[config.mk]
export PLATFORM = sky130hd
export DESIGN_NAME = cpuStallGen
export DESIGN_NICKNAME = d
export VERILOG_FILES = /design/src/rtl/stallPkg.sv /design/src/rtl/stallTimer.sv /design/src/rtl/stallCtrl.sv /design/src/rtl/cpuStallGen.sv
export SDC_FILE = /design/constraint.sdc
export NUM_CORES = 1
export LEC_CHECK = 0
export ABC_AREA = 1
export CAP_MARGIN = 0
export CORE_MARGIN = 3
export CORE_UTILIZATION = 48
export CTS_CLUSTER_DIAMETER = 150
export CTS_CLUSTER_SIZE = 28
export DETAILED_ROUTE_END_ITERATION = 8
export GPL_ROUTABILITY_DRIVEN = 0
export PLACE_DENSITY = 0.76
export SLEW_MARGIN = 30
export SYNTH_ARGS = -nofsm -noshare
export SYNTH_HDL_FRONTEND = slang
export SYNTH_HIERARCHICAL = 1
export SYNTH_SLANG_ARGS = --single-unit
[constraint.sdc]
create_clock -name clk -period 1.64 [get_ports clk]
set_input_delay 0.328 -clock clk [delete_from_list [all_inputs] [get_ports clk]]
set_output_delay 0.328 -clock clk [all_outputs]
set_load 0.005 [all_outputs]
[src/rtl/stallPkg.sv]
package stallPkg;
  // Strobes from the latch control into the watchdog datapath
  typedef struct packed {
    logic cntRun;  // a wait is pending: counter may advance on a tick
    logic cntClr;  // force the counter back to zero
  } cntStrobeT;
endpackage

[src/rtl/stallTimer.sv]
module stallTimer
  import stallPkg::*;
#(
  parameter int TICK_DIV    = 4,
  parameter int CNT_W       = 12,
  parameter int TIMEOUT_BIT = 10
) (
  input  logic      clk,
  input  logic      rst,
  input  cntStrobeT strobe,
  output logic      timeoutHit
);
  localparam int PRE_W = (TICK_DIV > 1) ? $clog2(TICK_DIV) : 1;

  logic tick;

  // Prescaler: one-cycle enable every TICK_DIV clocks, free running
  generate
    if (TICK_DIV > 1) begin : g_prescale
      localparam logic [PRE_W-1:0] PRE_LAST = PRE_W'(TICK_DIV - 1);
      logic [PRE_W-1:0] preCnt;
      always_ff @(posedge clk) begin
        if (rst || preCnt == PRE_LAST) preCnt <= '0;
        else                          preCnt <= preCnt + 1'b1;
      end
      assign tick = (preCnt == PRE_LAST);
    end else begin : g_noprescale
      assign tick = 1'b1;
    end
  endgenerate

  // Watchdog counter, advanced only while a wait is pending
  logic [CNT_W-1:0] dogCnt;
  always_ff @(posedge clk) begin
    if (rst || strobe.cntClr)       dogCnt <= '0;
    else if (strobe.cntRun && tick) dogCnt <= dogCnt + 1'b1;
  end

  assign timeoutHit = dogCnt[TIMEOUT_BIT];
endmodule

[src/rtl/stallCtrl.sv]
module stallCtrl
  import stallPkg::*;
#(
  parameter int DATA_W  = 8,
  parameter int SEL_BIT = 6
) (
  input  logic              clk,
  input  logic              rst,
  input  logic              wrStrobe,
  input  logic [DATA_W-1:0] wrData,
  input  logic              intReq,
  input  logic              dataReq,
  input  logic              timeoutHit,
  output cntStrobeT         strobe,
  output logic              pending
);
  logic clearNow;
  logic setReq;

  assign clearNow = rst | intReq | dataReq | timeoutHit;
  assign setReq   = wrStrobe & wrData[SEL_BIT];

  // Wait latch: any release condition beats a set in the same cycle
  always_ff @(posedge clk) begin
    if (clearNow)    pending <= 1'b0;
    else if (setReq) pending <= 1'b1;
  end

  always_comb begin
    strobe.cntRun = pending;
    strobe.cntClr = clearNow | ~pending;
  end
endmodule

[src/rtl/cpuStallGen.sv]
module cpuStallGen
  import stallPkg::*;
#(
  parameter int DATA_W      = 8,
  parameter int SEL_BIT     = 6,
  parameter int TICK_DIV    = 4,
  parameter int CNT_W       = 12,
  parameter int TIMEOUT_BIT = 10
) (
  input  logic              clk,
  input  logic              rst,
  input  logic              wrStrobe,
  input  logic [DATA_W-1:0] wrData,
  input  logic              intReq,
  input  logic              dataReq,
  output logic              waitN
);
  cntStrobeT strobe;
  logic      timeoutHit;
  logic      pending;

  stallCtrl #(.DATA_W(DATA_W), .SEL_BIT(SEL_BIT)) u_ctrl (
    .clk(clk), .rst(rst), .wrStrobe(wrStrobe), .wrData(wrData),
    .intReq(intReq), .dataReq(dataReq), .timeoutHit(timeoutHit),
    .strobe(strobe), .pending(pending)
  );

  stallTimer #(.TICK_DIV(TICK_DIV), .CNT_W(CNT_W), .TIMEOUT_BIT(TIMEOUT_BIT)) u_timer (
    .clk(clk), .rst(rst), .strobe(strobe), .timeoutHit(timeoutHit)
  );

  assign waitN = ~pending;
endmodule

==> out/results.ini <==
[finish]
drive_above_1_share_pct=11.82
fill_cells=137
syn_to_final_growth_pct=15.69
nets=126
antenna_cells_inserted=0

[clock_tree]
holdBufCountCts=0
cts_tree=yes
cts_max_path_buffers=2
cts_resized=0
clock-sinks=14
ctsHtreeMaxLevel=1
clk_latency_ns=0.28
cts_root_buf=clkbuf_4
cts_buffers=3
cts_setup_buffers=0
clkTransAtPathRegs_ns=0.09

[critical_path]
worstSetupEndpointType=output port
cp_max_fo=6
path_class=reg2out
crit_arrival_ns=1.25
startpoint_type=register
critPathSlowestCell=dfxtp_1
slowest_delay_ns=0.46
worstPathCellList=inv_1 -> clkdlybuf4s50_1
cp.required_ns=1.31

[synthesis]
ys_types=19
syn_inst=101
synth_edf_count=0
ys_seq_area_share_pct=39.93
syn-num-nets=116
synth_warnings=6
ys_seq_elements=14
ys.flop_type=dfxtp_1
synthMostInstantiatedCell=nand2_1
async_flop_share_pct=0
yosysTopAreaCell=dfxtp_1
synth_commonest_cells=nand2_1, inv_1, nor2_1
netlist.area_leader.share_pct=39.93
synthTopCellsByArea=dfxtp_1, nand2_1, inv_1
synthesis.area_sq_um=701.9
syn_area_per_cell_sq_um=6.950

[global_route]
first_global_vias=588
antenna_found_initial=0
grt_max_degree=12
grt_overflow=0
grt_first_pass_wirelength_mm=2.242
grt_usage_pct=15.94

[run]
cap_violations=0

[detailed_routing]
avgRoutedWirePerCell_um=9.936
first_pass_iters=4
dr.first_iter.drc_count=7
ant_nets=0
finalWirelength_mm=1.242
route.detailed.drc=0
via_per_inst=4.960
routed-via-count=620

[floorplanning]
rows=13
start_util_pct=52.63
fp.dieW_um=44.24
coreArea_sq_mm=0.001334
ios=14
dieArea_sq_mm=0.001957
die_h_um=44.24

[power_and_ir_drop]
swShare_pct=20.72
ir_worst_vdd_uv=469.5
seq_power_share_pct=55.4
p_leak_nw=0.2869
internal_power_mw=0.5009
p_switching_mw=0.1309
pwr-share-clk_pct=39.9
p_total_mw=0.6318
comb_power_share_pct=4.7
power_density_mw_per_mm2=778.0

[timing]
fin_crit_sh_pct=96.00
finalCriticalPeriod_ns=1.574
worst_pin_slew_ns=0.2453
fmax_mhz=635.2
skew_ns=0.003510
slew_viol_final=0
setup_viol=0
tns_ns=0
rsz0062_at_grt=no
slew_headroom_pct=83.62
finalHoldViolCount=0

[hold_path]
min_path_type=reg2reg

[placement]
dp_hpwl_um=872.4
io_buffers=6

[status]
outcome=completed

critical path: cells and delay by family, from the launching register on:
kind | cells | cell delay (ns)
buffers and inverters | 2 | 0.50
flip-flops | 1 | 0.46
cells in the final DEF (no fill, tap or decap), types with 2 or more instances in the layout:
cell,netlist,layout
nand4_1,3,3
nor2_4,2,2
nand2_1,25,25
nor2_1,16,16
a21oi_1,4,4
dfxtp_1,14,14
nor2_2,2,2
ha_1,2,2
clkbuf_4,0,3
nand3_2,3,3
clkdlybuf4s50_1,0,6
inv_1,16,16
o21ai_0,2,2
nand3_1,5,5
flip-flops by register name, summed over array words and instances (netlist names):
signal / flops
u_ctrl/pending: 1
u_timer/dogCnt: 11
u_timer/g_prescale.preCnt: 2
stage by stage:
stage               utilization, %  worst slack (ns)  instance area (sq um)  hold WS [ns]  std cells
global placement             58.16            0.1212                  775.7        0.4143        121
global route                 60.88           0.01605                  812.0        0.4679        125
detailed placement           58.16            0.1095                  775.7        0.4284        121
finish                       60.88           0.06562                  812.0        0.4377        125
CTS                          60.88           0.04954                  812.0        0.4420        125
floorplan                        -            0.4876                  701.9        0.3991        101
routing by layer:
layer | track usage [%] | wire length [um]
met1 | 18.20 | 593
met2 | 25.29 | 563
met3 | 4.878 | 53
met4 | 10.84 | 31
met5 | 0 | 0
area by class of cell:
class	count	area, sq um	share of cell area [%]
Timing Repair Buffer	7	67.56	8.320
Sequential cell	14	280.3	34.51
Tap cell	15	18.77	2.311
Clock buffer	4	36.28	4.468
Multi-Input combinational cell	69	349.1	42.99
Inverter	16	60.06	7.396
cells by family after synthesis:
| kind of cell | count (synthesis) | share of synthesized area, % |
|---|---|---|
| AOI/OAI and AO/OA | 7 | 4.991 |
| adders and majority gates | 2 | 3.564 |
| buffers and inverters | 18 | 10.34 |
| DFF | 14 | 39.93 |
| and+or+nand+nor | 60 | 41.18 |
power groups by stage:
stage | logic (mW) | clock network, mW | registers [mW]
2_1_floorplan | 0.0144 | 0 | 0.357
3_5_place_dp | 0.0298 | 0 | 0.358
5_1_grt | 0.0323 | 0.275 | 0.351
4_1_cts | 0.0298 | 0.262 | 0.350
3_3_place_gp | 0.0286 | 0 | 0.358
6_report | 0.0299 | 0.252 | 0.350
final timing paths:
path                                              startpoint  depth (start not counted)  slack, ns                           end
worst min-delay path            u_timer/g_prescale.preCnt[0]                          1       0.44  u_timer/g_prescale.preCnt[0]
worst max register to register  u_timer/g_prescale.preCnt[0]                          6       0.35             u_timer/dogCnt[7]
worst min register to register  u_timer/g_prescale.preCnt[0]                          1       0.44  u_timer/g_prescale.preCnt[0]
worst max-delay path                          u_ctrl/pending                          2       0.07                         waitN
No activity file was read; power rests on OpenSTA's default activity.
